## src/rtl/edge_level_irq_bank.sv

```systemverilog
module edge_level_irq_bank #(
  parameter int NCH = 8,
  parameter int AW  = 6
) (
  input  logic           clk,
  input  logic           rst_n,
  input  logic [NCH-1:0] pins_in,
  input  logic           bus_we,
  input  logic [AW-1:0]  bus_addr,
  input  logic [NCH-1:0] bus_wdata,
  output logic [NCH-1:0] bus_rdata,
  output logic           irq_out
);
  localparam logic [AW-1:0] A_EN   = AW'('h00);
  localparam logic [AW-1:0] A_RAW  = AW'('h04);
  localparam logic [AW-1:0] A_MSK  = AW'('h08);
  localparam logic [AW-1:0] A_CLR  = AW'('h0C);
  localparam logic [AW-1:0] A_MODE = AW'('h10);
  localparam logic [AW-1:0] A_BOTH = AW'('h14);
  localparam logic [AW-1:0] A_POL  = AW'('h18);
  localparam logic [AW-1:0] A_DATA = AW'('h1C);

  logic [NCH-1:0] s1_q, s2_q, s3_q;
  logic [NCH-1:0] en_q, mode_q, both_q, pol_q, raw_q;
  logic [NCH-1:0] rise, fall, edge_hit, lvl_hit, evt, clr_mask, masked;

  always_ff @(posedge clk or negedge rst_n) begin
    if (!rst_n) begin
      s1_q <= '0;
      s2_q <= '0;
      s3_q <= '0;
    end else begin
      s1_q <= pins_in;
      s2_q <= s1_q;
      s3_q <= s2_q;
    end
  end

  assign rise     = s2_q & ~s3_q;
  assign fall     = ~s2_q & s3_q;
  assign edge_hit = (both_q & (rise | fall)) |
                    (~both_q & ((pol_q & rise) | (~pol_q & fall)));
  assign lvl_hit  = (pol_q & s2_q) | (~pol_q & ~s2_q);
  assign evt      = (mode_q & lvl_hit) | (~mode_q & edge_hit);
  assign clr_mask = (bus_we && bus_addr == A_CLR) ? bus_wdata : '0;
  assign masked   = raw_q & en_q;
  assign irq_out  = |masked;

  always_ff @(posedge clk or negedge rst_n) begin
    if (!rst_n) begin
      en_q   <= '0;
      mode_q <= '0;
      both_q <= '0;
      pol_q  <= '0;
      raw_q  <= '0;
    end else begin
      raw_q <= (raw_q & ~clr_mask) | evt;
      if (bus_we) begin
        case (bus_addr)
          A_EN:    en_q   <= bus_wdata;
          A_MODE:  mode_q <= bus_wdata;
          A_BOTH:  both_q <= bus_wdata;
          A_POL:   pol_q  <= bus_wdata;
          default: ;
        endcase
      end
    end
  end

  always_comb begin
    case (bus_addr)
      A_EN:    bus_rdata = en_q;
      A_RAW:   bus_rdata = raw_q;
      A_MSK:   bus_rdata = masked;
      A_MODE:  bus_rdata = mode_q;
      A_BOTH:  bus_rdata = both_q;
      A_POL:   bus_rdata = pol_q;
      A_DATA:  bus_rdata = s2_q;
      default: bus_rdata = '0;
    endcase
  end

  // Raw bits only fall when a clear was written for them.
  p_sticky_r2: assert property (@(posedge clk) disable iff (!rst_n)
    1 |=> ((raw_q & $past(raw_q & ~clr_mask)) == $past(raw_q & ~clr_mask)));

  p_clear_r6: assert property (@(posedge clk) disable iff (!rst_n)
    1 |=> ((raw_q & $past(clr_mask & ~evt)) == '0));

  p_event_wins_r7: assert property (@(posedge clk) disable iff (!rst_n)
    1 |=> ((raw_q & $past(evt & clr_mask)) == $past(evt & clr_mask)));

  p_level_high_r5: assert property (@(posedge clk) disable iff (!rst_n)
    1 |=> ((raw_q & $past(mode_q & pol_q & s2_q)) == $past(mode_q & pol_q & s2_q)));
endmodule

```

## config.mk

```make
export PLATFORM = sky130hd
export DESIGN_NAME = edge_level_irq_bank
export DESIGN_NICKNAME = d
export VERILOG_FILES = /design/src/rtl/edge_level_irq_bank.sv
export SDC_FILE = /design/constraint.sdc
export NUM_CORES = 1
export LEC_CHECK = 0
export BUFFER_PORTS_ARGS = -buffer_cell sky130_fd_sc_hd__buf_2
export CAP_MARGIN = 10
export CORE_AREA = 2 2 101 113
export DETAILED_ROUTE_END_ITERATION = 16
export DIE_AREA = 0 0 103 115
export GPL_TIMING_DRIVEN = 0
export PLACE_DENSITY = 0.5
export RECOVER_POWER = 50
export SYNTH_ARGS = -nofsm -noshare
export SYNTH_HDL_FRONTEND = slang
export SYNTH_SLANG_ARGS = --single-unit
export TNS_END_PERCENT = 30
```

## constraint.sdc

```tcl
create_clock -name clk -period 2.2 [get_ports clk]
set_input_delay 0.55 -clock clk [delete_from_list [all_inputs] [get_ports clk]]
set_output_delay 0.55 -clock clk [all_outputs]
set_load 0.01 [all_outputs]
```

## Word-level counts from Yosys, hierarchy flattened

Index checks and enable logic that the tools add are counted.

| cells by class | value |
|---|---|
| reductions and logical operators | 7 |
| equality and inequality tests | 7 |
| multiplexer cells | 2 |
| bitwise logic cells | 24 |

Operators by type and width:

| cell | count |
|---|---|
| bitwise AND 8 bit | 12 |
| case mux 8 bit (7 select lines) | 1 |
| inverter 8 bit | 6 |
| OR 8 bit | 6 |
| equality test 6 x 5 -> 1 bit, second input constant | 4 |
| equality test 6 x 4 -> 1 bit, second input constant | 2 |
| two-way mux 8 bit | 1 |
| AND reduction 2 bit | 4 |
| OR reduction 8 bit | 1 |
| equality test 6 x 3 -> 1 bit, second input constant | 1 |
| zero test 6 bit | 1 |
| logical AND 1 bit | 1 |

| storage, ports and cells | value |
|---|---|
| register bits after elaboration | 64 |
| input port bits | 25 |
| output and inout bits | 9 |
| logic and storage cells | 48 |

## Logic depth before layout (Yosys ltp)

Gate-level depths: netlist of the first run.

| depth | value |
|---|---|
| depth in word-level cells | 9 |
| mapped depth | 6 |
| mapped depth without buffers | 6 |

## Worst setup path before layout of the first run

OpenSTA, ideal clock, no wires.

| path | value |
|---|---|
| path kind | input -> output |
| start point | input bus_addr[2] |
| end point | output bus_rdata[0] |
| stages on the path | 5 |
| slack | -0.139 ns |
| buffers on the path | 2 |
| required time | 1.650 ns |
| arrival time | 1.789 ns |
| cells stage by stage | buf_4 -> buf_2 -> nor2b_1 -> a21oi_1 -> a221oi_1 |

| between the ends | value |
|---|---|
| cells in the longest elaborated chain, start to end | 2 |
| elaborated cells on any way between the ends | 8 |
| those cells by class | eq/ne: 6; mux: 1; reduce/logical: 1 |

Ends and longest elaborated chain:

| element | RTL line | source |
|---|---|---|
| from (decl) | 9 | `input logic [AW-1:0] bus_addr,` |
| equality test 6 x 5 -> 1 bit, or another cell as far along | 71 | `case (bus_addr)` |
| case mux 8 bit (7 select lines) (*) | 71 |  |
| to (decl) | 11 | `output logic [NCH-1:0] bus_rdata,` |

Every way passes the cells marked *; elsewhere a longest branch is shown, timed or not.

## Worst setup path in the final report of the first run

| path | value |
|---|---|
| start point | input bus_addr[3] |
| end point | output bus_rdata[7] |

The elaborated chain is that of the path after synthesis.

==> impl_metrics.ini, run 1 <==
[layout]
nFillCells = 1075
multiInputGateArea_mm2 = 0.00148
fin_util = 0.368
num_antenna_cells = 0
final_area_mm2 = 0.00394
drive_above_1_share = 0.372
nNetsFinal = 337
area.growth.synth_to_final_pct = 24.5
stdcell_count = 448
seqCellArea_mm2 = 0.00160

[floorplan]
coreArea_mm2 = 0.0107
rows = 40
ios = 34
die_h_um = 115
die_area_mm2 = 0.0118
start_util = 0.295
fp.dieW_um = 103

[power_and_ir_drop]
seqPwrFrac = 0.431
vdd_drop_max_mv = 0.259
p_sw_frac = 0.241
p_leak_nw = 1.76
power.density_mw_per_mm2 = 815
pwr-share-comb = 0.125
power.net_switching_uw = 773
clockPowerShare = 0.443
internal_power_mw = 2.43

[logic_synthesis]
synthArstFlopShare = 1.00
syn_area_mm2 = 0.00316
ys_types = 31
synth_edf_count = 0
yosysTopAreaCell = dfrtp_1
ys.flop_type = dfrtp_1
synth_area_per_cell_um2 = 12.6
synth_cells = 250
ys_top_cells_by_area = dfrtp_1, mux2_2, ha_1, mux4_2, a211oi_1
yosysWarnings = 0
synth.top_cell.area_share = 0.507
ys_seq_area_frac = 0.507
synth-seq-cells = 64
synth_nets = 291

[worst_setup_path]
endpoint_kind = primary output
cp_max_fo = 10
cp.arrival_ns = 1.65
crit_type = in -> out
cp-start-kind = input pin
cp.required_ns = 1.65

[clock_tree]
cts.sinks = 64
cts_htree_levels = 3
cts_tree = yes
clockBufferDepth = 2
cts-buffers-inserted = 9
root_buffer = clkbuf_16
clk_latency_ns = 0.33
path_clk_slew_ns = 0.05
cts.hold.buffers_added = 0

[sta]
slew_headroom = -0.103
worst_pin_slew_ns = 1.66
hold_slack_ns = 0.324
rsz0062_at_grt = yes
finalCritPeriodShare = 1.00
hold_viol_final = 0
max_freq_mhz = 455
finalClockSkew_ns = 0.00589
min_period_ns = 2.20
final_max_slew_viol_count = 65
setup_viol = 0

[detailed_routing]
drc = 0
drt.antenna.violating_nets = 0
vias = 2118
vias_per_cell = 4.73
drt_iter0_markers = 61
routedWlPerCell_um = 15.4
first_pass_iters = 4
finalWirelength_mm = 6.89

[outcome]
status = finished, violations left
violations = max-capacitance violations, max-slew violations

[global_routing]
grt_start_max_net_pins = 65
grt_pass1_vias = 2187
grt-ovfl-total = 0
grt_usage = 0.130
grt_pass1_wl_mm = 11.4
antenna_found_initial = 0

[job]
cap_violations = 1

[placed_design]
globalplace.congestion = 0.730
portBuffers = 32
dpl_cell_area_mm2 = 0.00351
placed_cells = 429
dpl.hpwl_mm = 4.67

[min_path]
hp-class = in -> reg
==> flip-flops by register name (all words and copies together), names as in the netlist <==
register,flops
en_q,8
raw_q,8
pol_q,8
s1_q,8
s3_q,8
both_q,8
s2_q,8
mode_q,8
==> worst max-delay path, cell delays in order <==
cell	delay [ns]
buf_2	0.12
inv_1	0.11
buf_4	0.21
o21ai_0	0.11
o21ai_0	0.24
and3_1	0.19
buf_2	0.12
==> stage by stage <==
| stage | setup TNS (ns) | setup slack, ns | power (mW) |
|---|---|---|---|
| floorplan | -0.332 | -0.0557 | 1.64 |
| global placement | -7.02 | -0.517 | 1.77 |
| detailed placement | -6.95 | -0.502 | 1.78 |
| CTS | -0.0292 | -0.0228 | 3.25 |
| global route | -0.336 | -0.0508 | 3.38 |
| finish | 0 | 0.000172 | 3.21 |
==> repair_timing <==
item	CTS	global route
endpoints found under the setup margin	8	15
setup buffers	1	2
resized for setup	25	4
pin swaps	3	2
==> cells in the mapped netlist, types with 2 or more instances <==
cell	number
dfrtp_1	64
mux2_2	32
inv_1	24
a211oi_1	16
ha_1	16
nand2_1	13
nor2b_1	9
a221o_1	8
a221oi_1	8
xnor2_1	8
a21oi_1	7
mux4_2	7
o211ai_1	6
nand3_1	4
o21ai_0	4
buf_2	3
nor2_1	3
a22oi_1	2
and3_1	2
clkbuf_1	2
mux2i_1	2
==> power groups by stage <==
stage          Clock (mW)  Combinational, mW  Sequential, mW
3_5_place_dp            0              0.377            1.40
4_1_cts              1.47              0.406            1.38
2_1_floorplan           0              0.264            1.37
6_report             1.42              0.402            1.38
5_1_grt              1.54              0.449            1.40
3_3_place_gp            0              0.368            1.40
==> kinds of logic (layout without fill, tap and decap cells) <==
| group | Yosys count | in the layout | share of synthesized area |
|---|---|---|---|
| compound gates | 52 | 52 | 0.125 |
| xor+xnor | 8 | 8 | 0.0222 |
| fa+ha+maj | 16 | 16 | 0.0633 |
| buf+inv | 31 | 82 | 0.0416 |
| flops | 64 | 64 | 0.507 |
| mux | 41 | 41 | 0.170 |
| simple gates | 38 | 38 | 0.0716 |
==> layer usage <==
metal / vias to the layer above / GRT usage / part of all wire
met1: 1056 / 0.167 / 0.46
li1: 1016 / - / -
met2: 38 / 0.207 / 0.49
met4: 0 / 0.0632 / 0.016
met5: - / 0 / 0
met3: 8 / 0.0286 / 0.035
==> worst paths after layout <==
path | start | endpoint | slack, ns | cells past startpoint
min in group asynchronous | rst_n | s1_q[2] | 0.64 | 1
max in group asynchronous | rst_n | s2_q[7] | 0.45 | 1
hold / removal | pins_in[3] | s1_q[3] | 0.32 | 1
hold reg to reg | s1_q[6] | s2_q[6] | 0.34 | 0
setup / recovery | bus_addr[3] | bus_rdata[7] | 0.0002 | 7
setup reg to reg | s2_q[1] | raw_q[1] | 0.69 | 6
==> layout by cell type (no fill, tap or decap), types with 7 or more instances in the layout <==
master and n:
dfrtp_1 63, mux2_2 32, buf_2 31, inv_1 20
a211oi_1 16, ha_1 16, nand2_1 13, clkbuf_16 9
xnor2_1 8, nor2b_1 8, a221o_1 8, a221oi_2 7
mux4_2 7, a21oi_1 7
==> cell type report <==
| cell class | instances | share of cell area |
|---|---|---|
| Timing Repair Buffer | 35 | 0.0464 |
| Clock buffer | 13 | 0.0661 |
| Clock inverter | 3 | 0.0102 |
| Buffer | 7 | 0.0248 |
| Sequential cell | 64 | 0.407 |
| Inverter | 24 | 0.0229 |
| Multi-Input combinational cell | 155 | 0.376 |
| Tap cell | 147 | 0.0467 |
Power figures use the tool's default switching activity.
==> inputs of run 2 (changes only) <==
- SETUP_SLACK_MARGIN: unset -> 0.3
==> run 2 against run 1 <==
Net effect: the run still ends with max-capacitance violations, max-slew violations left; die area unchanged; clock power about the same; clock skew down 0.0021 ns; total power up 2.6%; register-to-register slack worse by 0.03 ns; cell area up 9.4%; worst setup slack better by 0.016 ns; non-clock buffer count up 15; critical endpoint is now bus_rdata[5]; largest power group unchanged.
==> impl_metrics.ini, run 2 (same netlist as run 1, synthesis figures left out) <==
[outcome]
status = finished, violations left
violations = max-capacitance violations, max-slew violations

[layout]
nNetsFinal = 352
layout_common_cells = dfrtp_1, mux2_2, buf_2
num_antenna_cells = 0
multiInputGateArea_mm2 = 0.00162
area.growth.synth_to_final_pct = 36.2
seqCellArea_mm2 = 0.00160
nFillCells = 1047
final_area_mm2 = 0.00431
final_common_cell = dfrtp_1
drive_above_1_share = 0.434

[global_routing]
grt_usage = 0.140
grt_start_max_net_pins = 65
antenna_found_initial = 0
grt_pass1_vias = 2254
grt_pass1_wl_mm = 12.2
grt-ovfl-total = 0

[sta]
max_freq_mhz = 458
worst_pin_slew_ns = 1.66
finalCritPeriodShare = 0.993
fin_ws_ns = 0.0162
rsz0062_at_grt = yes
setup_tns_ns = 0
slew_headroom = -0.104
final_max_slew_viol_count = 65
min_period_ns = 2.18
finalClockSkew_ns = 0.00382
hold_viol_final = 0
setup_viol = 0

[detailed_routing]
vias_per_cell = 4.76
finalWirelength_mm = 7.37
first_pass_iters = 4
routedWlPerCell_um = 15.9
drc = 0
drt_iter0_markers = 101
drt.antenna.violating_nets = 0
vias = 2202

[clock_tree]
clockBufferDepth = 2
cts.hold.buffers_added = 0
clk_latency_ns = 0.33
root_buffer = clkbuf_16
cts_htree_levels = 3
cts.sinks = 64
cts-buffers-inserted = 9
cts_tree = yes
path_clk_slew_ns = 0.05

[power_and_ir_drop]
p_sw_frac = 0.245
power.density_mw_per_mm2 = 764
total_power_mw = 3.29
clockPowerShare = 0.431
p_leak_nw = 1.91
internal_power_mw = 2.49
power.net_switching_uw = 806
pwr-share-comb = 0.150
seqPwrFrac = 0.420
vdd_drop_max_mv = 0.395

[worst_setup_path]
crit_type = in -> out
cp.arrival_ns = 1.63
cp.required_ns = 1.65
cp-start-kind = input pin
slowest_delay_ns = 0.33
crit_slowest_cell = mux4_2
cp_max_fo = 7
cpMostUsedCell = buf_12
crit_chain = buf_12, buf_12, mux4_2, inv_2, a221oi_4, buf_2
endpoint_kind = primary output

[floorplan]
coreArea_mm2 = 0.0107
ios = 34
fp.dieW_um = 103
die_h_um = 115
start_util = 0.295
die_area_mm2 = 0.0118
rows = 40

[placed_design]
pre_cts_ws_ns = -0.383
globalplace.congestion = 0.783
portBuffers = 32
dpl_cell_area_mm2 = 0.00363
dpl.hpwl_mm = 4.73

[min_path]
hp-class = in -> reg

[job]
cap_violations = 1
run 2: changes by cell type in the layout (fill, tap and decap cells not counted), moves of 5 or more:
cell / previous run / this run
buf_2: 31 / 25
a21oi_2: 0 / 5
buf_4: 3 / 14
a221oi_4: 0 / 6
a221oi_2: 7 / 2
buf_6: 2 / 7
a21oi_1: 7 / 2
run 2: worst max-delay path, delay by kind of cell:
family	cells	cell delay, ns
buf+inv	4	0.46
mux	1	0.33
compound gates	1	0.27
run 2: final timing paths:
check | start | end | slack [ns] | depth (start not counted)
hold reg to reg | s1_q[7] | s2_q[7] | 0.34 | 0
setup reg to reg | s2_q[7] | raw_q[7] | 0.66 | 7
setup / recovery | bus_addr[2] | bus_rdata[5] | 0.02 | 6
hold / removal | pins_in[4] | s1_q[4] | 0.32 | 1
max in group asynchronous | rst_n | raw_q[2] | 0.45 | 1
min in group asynchronous | rst_n | s1_q[3] | 0.65 | 1
run 2: power groups by stage:
| stage | logic (mW) | registers [mW] | clock network, mW |
|---|---|---|---|
| 3_3_place_gp | 0.403 | 1.40 | 0 |
| 3_5_place_dp | 0.412 | 1.40 | 0 |
| 6_report | 0.492 | 1.38 | 1.42 |
| 4_1_cts | 0.498 | 1.38 | 1.47 |
| 5_1_grt | 0.541 | 1.40 | 1.54 |
| 2_1_floorplan | 0.296 | 1.37 | 0 |
run 2: area by class of cell:
class                   count  area share
plain buffers               7      0.0302
clock inverters             3     0.00930
repair buffers             50      0.0874
multi-input cells         155       0.377
clock buffers              13      0.0604
inverters                  24      0.0209
flip-flops and latches     64       0.372
well taps                 147      0.0427
run 2: timing repair:
action,CTS,global route
endpoints found under the setup margin,41,25
buffers inserted,14,2
cloned,2,0
pin swaps,24,6
gates resized for setup,44,3
run 2: layer usage:
layer | up-vias | share of wire | GRT usage
li1 | 1050 | - | -
met1 | 1104 | 0.46 | 0.186
met2 | 35 | 0.47 | 0.209
met3 | 13 | 0.039 | 0.0456
met4 | 0 | 0.026 | 0.0623
met5 | - | 0 | 0
run 2: through the flow:
step / util / cells / hold WS [ns]
5_1_grt: 0.402 / 463 / 0.302
3_3_place_gp: 0.339 / 429 / 0.332
6_report: 0.402 / 463 / 0.322
4_1_cts: 0.400 / 461 / 0.310
2_1_floorplan: - / 250 / 0.254
3_5_place_dp: 0.339 / 429 / 0.335
==> inputs of run 3 (changes only) <==
- CORE_AREA: 2 2 101 113 -> 2 2 77 87
- DIE_AREA: 0 0 103 115 -> 0 0 79 89
- PLACE_DENSITY: 0.5 -> 0.77
==> run 3 against run 2 <==
Net effect: the run now ends clean; clock skew increased by 0.0038 ns; combinational power increased by 4.9%; sequential power about the same; highest routed layer unchanged; non-clock buffer count increased by 6; largest power group is now registers.
==> impl_metrics.ini, run 3 (same netlist as run 1, synthesis figures left out) <==
[sta]
hold_viol_final = 0
finalCritPeriodShare = 0.993
final_max_slew_viol_count = 0
min_period_ns = 2.18
max_freq_mhz = 458
worst_pin_slew_ns = 1.24
slew_headroom = 0.174
setup_viol = 0
rsz0062_at_grt = yes
finalClockSkew_ns = 0.00763
fin_ws_ns = 0.0162
setup_tns_ns = 0

[clock_tree]
cts_tree = yes
root_buffer = clkbuf_8
cts.sinks = 64
path_clk_slew_ns = 0.07
cts_htree_levels = 3
cts-buffers-inserted = 9
cts.hold.buffers_added = 0
clk_latency_ns = 0.35
clockBufferDepth = 2

[power_and_ir_drop]
power.density_mw_per_mm2 = 720
p_leak_nw = 1.89
total_power_mw = 3.01
vdd_drop_max_mv = 0.412

[floorplan]
start_util = 0.520
fp.dieW_um = 79
die_h_um = 89
ios = 34
rows = 30
die_area_mm2 = 0.00703
coreArea_mm2 = 0.00608

[layout]
area.growth.synth_to_final_pct = 32.1
num_antenna_cells = 0
nFillCells = 427
layout_common_cells = dfrtp_1, mux2_2, buf_2
nNetsFinal = 358
seqCellArea_mm2 = 0.00160
drive_above_1_share = 0.457
final_common_cell = dfrtp_1
multiInputGateArea_mm2 = 0.00160
final_area_mm2 = 0.00418
stdcell_count = 402

[worst_setup_path]
cp_max_fo = 2
cp.required_ns = 1.65
crit_type = reg -> out
endpoint_kind = primary output
rrSetupSlack_ns = 0.41
crit_end = bus_rdata[7]
cp-startpoint = pol_q[7]
ff2ff_path_depth = 8
cp.arrival_ns = 1.63
cp-start-kind = flip-flop
regToRegStartpoint = s2_q[7]
reg2reg_to = raw_q[7]

[detailed_routing]
first_pass_iters = 4
finalWirelength_mm = 7.24
drc = 0
routedWlPerCell_um = 18.0
drt.antenna.violating_nets = 0
drt_iter0_markers = 185
vias = 2317
vias_per_cell = 5.76

[global_routing]
grt_usage = 0.222
grt-ovfl-total = 0
grt_start_max_net_pins = 43
grt_pass1_wl_mm = 11.4
antenna_found_initial = 0
grt_pass1_vias = 2347

[min_path]
hp-class = in -> reg

[placed_design]
placed_cells = 363
pre_cts_ws_ns = -0.273
globalplace.congestion = 0.805
portBuffers = 32
dpl.hpwl_mm = 4.37
dpl_cell_area_mm2 = 0.00356

[job]
cap_violations = 0

[outcome]
status = finished, final reports clean
run 3: cell count changes in the layout (fill, tap and decap cells not counted), sizes merged:
cell,delta
buf,+4
bufinv,+1
clkinvlp,+2
clkbuf,-1
inv,-1
clkinv,+1
run 3: cell type report:
| type | count | share of cell area |
|---|---|---|
| well taps | 80 | 0.0240 |
| plain buffers | 7 | 0.0312 |
| clock buffers | 10 | 0.0330 |
| clock inverters | 6 | 0.0198 |
| flip-flops and latches | 64 | 0.384 |
| multi-input cells | 155 | 0.384 |
| inverters | 24 | 0.0225 |
| repair buffers | 56 | 0.102 |
run 3: how the worst min path moves through the flow:
stage / start / to / cells past startpoint
2_1_floorplan: rst_n / both_q[0] / 0
3_3_place_gp: s1_q[1] / s2_q[1] / 0
3_5_place_dp: s1_q[1] / s2_q[1] / 0
4_1_cts: rst_n / raw_q[0] / 1
5_1_grt: pins_in[4] / s1_q[4] / 1
6_report: pins_in[1] / s1_q[1] / 1
run 3: repair_timing:
action,CTS,global route
gates cloned,2,0
pin swaps,8,31
setup endpoints to repair,33,41
setup buffers,12,9
gates resized for setup,31,20
run 3: through the flow:
stage / hold slack, ns / utilization
finish: 0.302 / 0.687
global route: 0.290 / 0.687
CTS: 0.192 / 0.666
detailed placement: 0.335 / 0.586
global placement: 0.332 / 0.583
floorplan: 0.254 / -
run 3: worst max-delay path, stage by stage (launching register included):
cell      delay [ns]
dfrtp_1         0.40
mux4_2          0.46
nand2b_4        0.15
and3_4          0.17
buf_6           0.11
run 3: metal layers:
| layer | up-vias | global-route usage | part of all wire |
|---|---|---|---|
| met5 | - | 0 | 0 |
| met3 | 15 | 0.0566 | 0.059 |
| met4 | 0 | 0.0893 | 0.025 |
| met2 | 79 | 0.391 | 0.53 |
| met1 | 1165 | 0.264 | 0.39 |
| li1 | 1058 | - | - |
run 3: report_power, final:
group	internal, mW	switching [mW]
logic	0.284	0.233
registers	1.28	0.0996
clock network	0.662	0.450
